$ cat src/rtl/mode_load_pkg.sv
package mode_load_pkg;

  localparam int LOW_W = 7;
  localparam logic [2:0] CAS_CODE_TWO  = 3'd2;
  localparam logic [2:0] CAS_CODE_HALF = 3'd6;
  localparam logic [2:0] RESET_BURST   = 3'd1;
  localparam logic       RESET_TYPE    = 1'b0;
  localparam logic       RESET_FRAC    = 1'b1;

  typedef struct packed {
    logic storeLow;
    logic storeCas;
    logic casFrac;
    logic dllHit;
    logic modeBad;
    logic casBad;
  } load_strobes_t;

endpackage

$ cat src/rtl/mode_load_ctrl.sv
module mode_load_ctrl
  import mode_load_pkg::*;
#(
  parameter int ADDR_W = 13
) (
  input  logic              loadValid,
  input  logic [ADDR_W-1:0] addr,
  output load_strobes_t     strobes
);

  localparam int UP_W = ADDR_W - LOW_W;
  localparam logic [UP_W-1:0] DLL_PATTERN = UP_W'(2);

  logic [UP_W-1:0] upperBits;
  logic [2:0]      casField;
  logic            isNormal;
  logic            isDll;
  logic            accepted;
  logic            casKnown;

  always_comb begin
    upperBits = addr[ADDR_W-1:LOW_W];
    casField  = addr[6:4];
    isNormal  = (upperBits == '0);
    isDll     = (upperBits == DLL_PATTERN);
    accepted  = loadValid && (isNormal || isDll);
    casKnown  = (casField == CAS_CODE_TWO) || (casField == CAS_CODE_HALF);

    strobes.storeLow = accepted;
    strobes.storeCas = accepted && casKnown;
    strobes.casFrac  = (casField == CAS_CODE_HALF);
    strobes.dllHit   = loadValid && isDll;
    strobes.modeBad  = loadValid && !(isNormal || isDll);
    strobes.casBad   = accepted && !casKnown;
  end

endmodule

$ cat src/rtl/mode_load_datapath.sv
module mode_load_datapath
  import mode_load_pkg::*;
#(
  parameter int CL_WHOLE = 2
) (
  input  logic          clk,
  input  logic          rst_n,
  input  load_strobes_t strobes,
  input  logic [3:0]    lowFields,
  input  logic          readCmd,
  output logic [2:0]    burstCode,
  output logic          burstType,
  output logic [2:0]    casHalf,
  output logic          dllReset,
  output logic          modeError,
  output logic          casError,
  output logic          dataValid
);

  localparam logic [2:0] WHOLE_HALVES = 3'(2 * CL_WHOLE);

  logic              fracQ;
  logic [CL_WHOLE:0] readPipe;
  logic              halfQ;

  // stored operating parameters and one-cycle pulses
  always_ff @(posedge clk or negedge rst_n) begin
    if (!rst_n) begin
      burstCode <= RESET_BURST;
      burstType <= RESET_TYPE;
      fracQ     <= RESET_FRAC;
      dllReset  <= 1'b0;
      modeError <= 1'b0;
      casError  <= 1'b0;
    end else begin
      if (strobes.storeLow) begin
        burstCode <= lowFields[2:0];
        burstType <= lowFields[3];
      end
      if (strobes.storeCas) fracQ <= strobes.casFrac;
      dllReset  <= strobes.dllHit;
      modeError <= strobes.modeBad;
      casError  <= strobes.casBad;
    end
  end

  assign casHalf = WHOLE_HALVES | {2'b00, fracQ};

  // whole-cycle part of the latency: one stage per clock
  always_ff @(posedge clk or negedge rst_n) begin
    if (!rst_n) readPipe[0] <= 1'b0;
    else        readPipe[0] <= readCmd;
  end

  for (genvar i = 1; i <= CL_WHOLE; i++) begin : g_stage
    always_ff @(posedge clk or negedge rst_n) begin
      if (!rst_n) readPipe[i] <= 1'b0;
      else        readPipe[i] <= readPipe[i-1];
    end
  end

  // half-cycle extension captured on the falling edge
  always_ff @(negedge clk or negedge rst_n) begin
    if (!rst_n) halfQ <= 1'b0;
    else        halfQ <= readPipe[CL_WHOLE];
  end

  assign dataValid = fracQ ? halfQ : readPipe[CL_WHOLE];

endmodule

$ cat src/rtl/mode_load_decoder.sv
module mode_load_decoder
  import mode_load_pkg::*;
#(
  parameter int ADDR_W = 13
) (
  input  logic              clk,
  input  logic              rst_n,
  input  logic              loadValid,
  input  logic [ADDR_W-1:0] addr,
  input  logic              readCmd,
  output logic [2:0]        burstCode,
  output logic              burstType,
  output logic [2:0]        casHalf,
  output logic              dllReset,
  output logic              modeError,
  output logic              casError,
  output logic              dataValid
);

  load_strobes_t strobes;

  mode_load_ctrl #(.ADDR_W(ADDR_W)) u_ctrl (
    .loadValid (loadValid),
    .addr      (addr),
    .strobes   (strobes)
  );

  mode_load_datapath #(.CL_WHOLE(2)) u_dp (
    .clk       (clk),
    .rst_n     (rst_n),
    .strobes   (strobes),
    .lowFields (addr[3:0]),
    .readCmd   (readCmd),
    .burstCode (burstCode),
    .burstType (burstType),
    .casHalf   (casHalf),
    .dllReset  (dllReset),
    .modeError (modeError),
    .casError  (casError),
    .dataValid (dataValid)
  );

endmodule

$ cat config.mk
export PLATFORM = sky130hd
export DESIGN_NAME = mode_load_decoder
export DESIGN_NICKNAME = d
export VERILOG_FILES = /design/src/rtl/mode_load_pkg.sv /design/src/rtl/mode_load_ctrl.sv /design/src/rtl/mode_load_datapath.sv /design/src/rtl/mode_load_decoder.sv
export SDC_FILE = /design/constraint.sdc
export NUM_CORES = 1
export LEC_CHECK = 0
export BUFFER_PORTS_ARGS = -buffer_cell sky130_fd_sc_hd__buf_4
export CORE_AREA = 5 5 42 44
export DETAILED_ROUTE_END_ITERATION = 8
export DIE_AREA = 0 0 47 49
export PLACE_DENSITY_LB_ADDON = 0.15
export SETUP_SLACK_MARGIN = 0.02
export SYNTH_ARGS = -nofsm -noshare
export SYNTH_HDL_FRONTEND = slang
export SYNTH_SLANG_ARGS = --single-unit
$ cat constraint.sdc
create_clock -name clk -period 2.05 [get_ports clk]
set_input_delay 0.3075 -clock clk [delete_from_list [all_inputs] [get_ports clk]]
set_output_delay 0.3075 -clock clk [all_outputs]
set_load 0.02 [all_outputs]
Word level (Yosys, flattened, before mapping)
Index checks and enable logic that the tools add are counted.
{"block": "op_classes", "eq_ne": 3, "mux": 1, "n_reduce_logical": 10}
{"operator": "$eq A6 B2 Y1 const B", "count": 1}
{"operator": "$logic_not A6 Y1", "count": 1}
{"operator": "$logic_and A1 B1 Y1", "count": 5}
{"operator": "$eq A3 B2 Y1 const B", "count": 1}
{"operator": "$eq A3 B3 Y1 const B", "count": 1}
{"operator": "$logic_not A1 Y1", "count": 2}
{"operator": "$logic_or A1 B1 Y1", "count": 2}
{"operator": "$mux W1", "count": 1}
{"block": "totals", "ff_bits": 12, "input_bits": 17, "output_inout_bits": 11, "word_cells": 24}

Logic depth before layout (Yosys ltp)
{"block": "logic_depth", "depth_word": 4, "mapped_depth": 3, "mapped_depth_nobuf": 3}

Cells and area by module
From an unflattened synthesis, not the netlist that was laid out.
{"block": "unflattened", "cells_unflattened": 33, "area_unflattened_um2": 483.0}
{"mod": "mode_load_datapath", "n_inst": 1, "cells_each": 23, "area_each_um2": 400.4, "seq_area_each_um2": 302.8}
{"mod": "mode_load_ctrl", "n_inst": 1, "cells_each": 10, "area_each_um2": 82.6, "seq_area_each_um2": 0.0}

==> results.ini <==
[status]
status=finished with violations
violations=negative setup slack

[yosys]
ys_async_sr_fraction=1.00
seq_area_frac_synth=0.645
ys_warn_count=0
synth_common_cells=dfrtp_1 (9), mux2_2 (6), buf_4 (3)
synth_area_leaders=dfrtp_1 (48%), mux2_2 (14%), dfstp_2 (11%)
yosys_register_bits=12
yosysTopAreaCellShare=0.480
synth_cell_types=14
postSynthAreaPerCell_um2=14.2
syn_nets=50
syn_inst=33
yosysMostFrequentCell=dfrtp_1
syn_area_um2=469
synth_flop_cell=dfrtp_1
yosysTopAreaCell=dfrtp_1
synth_edf_count=0

[clock_tree]
clkTransAtPathRegs_ns=0.07
cts_tree=done
root_buffer=clkbuf_4
insertion_delay_ns=0.27
clock-sinks=12
h-tree-depth=1
clock_path_buffers=2
numCtsBuffers=3
cts_setup_buffers=0

[timing]
drv_slew=0
hold_viol=0
hold_ws_ns=0.144
finalSetupViolCount=1
rsz0062_at_grt=true
finClkSkew_ns=0.00732
worst_slack_ns=-0.267

[drt]
wl_per_cell_um=12.1
drt-total-wl_um=917
first_pass_iters=4
avgViaCountPerCell=4.54
vias=345
postRouteAntennaNets=0
drtIter0Drc=4
drcViolationCount=0

[pwr]
power.switching_w=0.000142
swShare=0.246
p_leak_nw=0.362
clkPwrFrac=0.316
combPwrFrac=0.208
peakVddDrop_mv=0.329
pwr-share-seq=0.476
internal_power_w=0.000435
powerDensity_nw_per_um2=815
totalPowerFinal_w=0.000577

[final_layout]
nFillCells=147
multi_input_area_um2=144
antenna_cells=0
regArea_um2=303
nNetsFinal=78
area_delta_synth_final_pct=50.9
drive_gt1_frac=0.650

[grt]
grt_pass1_vias=369
grt_pass1_wl_um=1550
overflow=0
antenna_found_initial=0
grt_max_degree=13
grtUsageTotal=0.0949

[floorplan]
die-area_um2=2300
placementRows=14
die_w_um=47
die_h_um=49
core_um2=1400
pin_count=28
start_util=0.335

[place]
port-buffer-count=25
hpwl_um=721
gp_routability_congestion=0.639

[min_path]
hold_path.class=in2reg

[critical_path]
arrival_ns=2.01
critPathKind=reg2out
worstPathMaxFanout=1
startpoint_type=register
worstPathRequired_ns=1.74
end_kind=primary output

[run]
maxCapViolCount=0

[routing by layer]
| layer | track usage | vias to the layer above | wire length (µm) |
|---|---|---|---|
| met5 | 0 | - | 0 |
| met4 | 0.0553 | 0 | 10 |
| met3 | 0.0443 | 2 | 135 |
| met2 | 0.133 | 21 | 436 |
| met1 | 0.115 | 162 | 335 |
| li1 | - | 160 | - |
[timing repair]
action | CTS | global route
gates resized for setup | 2 | 0
endpoints found under the hold margin | 9 | 0
endpoints found under the setup margin | 1 | 1
hold buffers | 1 | 0
[worst max-delay path, stage by stage, from the launching register on]
cell,delay (ns)
dfrtn_1,0.32
mux2_4,0.26
buf_6,0.13
[layout make-up]
type | instances | area share
clock buffer | 4 | 0.0512
timing repair buffer | 26 | 0.284
sequential | 12 | 0.428
inverter | 1 | 0.00530
multi-input combinational | 17 | 0.203
tap | 16 | 0.0283
[path summary, 6_finish.rpt]
kind	to	start	slack, ns	cells after the start
setup / recovery	dataValid	u_dp.halfQ	-0.27	2
hold / removal	u_dp.readPipe[0]	readCmd	0.14	1
setup reg to reg	u_dp.halfQ	u_dp.readPipe[2]	0.51	0
hold reg to reg	u_dp.readPipe[2]	u_dp.readPipe[1]	0.36	0
max in group asynchronous	u_dp.halfQ	rst_n	0.54	2
min in group asynchronous	u_dp.burstCode[1]	rst_n	0.42	2
[power groups by stage]
stage / clock (W) / combinational (W) / sequential [W]
6_report: 0.000183 / 0.000120 / 0.000275
5_1_grt: 0.000207 / 0.000130 / 0.000278
4_1_cts: 0.000192 / 0.000122 / 0.000275
3_5_place_dp: 0 / 0.000118 / 0.000279
3_3_place_gp: 0 / 0.000117 / 0.000277
2_1_floorplan: 0 / 0.0000358 / 0.000298
[registers in the layout (all words and copies together) (netlist names)]
register        count
u_dp.burstCode      3
u_dp.readPipe       3
u_dp.burstType      1
u_dp.casError       1
u_dp.dllReset       1
u_dp.fracQ          1
u_dp.halfQ          1
u_dp.modeError      1
[per-stage QoR]
| stage | setup slack [ns] | util | area, µm² | cells | setup TNS [ns] |
|---|---|---|---|---|---|
| floorplan | 0.106 | - | 469 | 33 | 0 |
| CTS | -0.282 | 0.505 | 708 | 76 | -0.282 |
| detailed placement | 0.00815 | 0.467 | 654 | 71 | 0 |
| global route | -0.304 | 0.505 | 708 | 76 | -0.304 |
| global placement | 0.0125 | 0.467 | 654 | 71 | 0 |
| finish | -0.267 | 0.505 | 708 | 76 | -0.267 |
[kinds of logic after synthesis]
logic type,Yosys count,synth area share
AND/OR/NAND/NOR,7,0.112
AO/OA/AOI/OAI,2,0.0267
multiplexers,6,0.144
buffers and inverters,4,0.0560
other,2,0.0160
flip-flops,12,0.645
[cell usage in the layout (no fill, tap or decap), types with 2 or more instances in the layout]
cell type / instances
buf_4: 24
dfrtp_1: 9
mux2_2: 5
clkbuf_4: 3
nor2_1: 2
nand2_1: 2
conb_1: 2
dfstp_2: 2
Note: power is estimated with default switching activity, not from simulation.
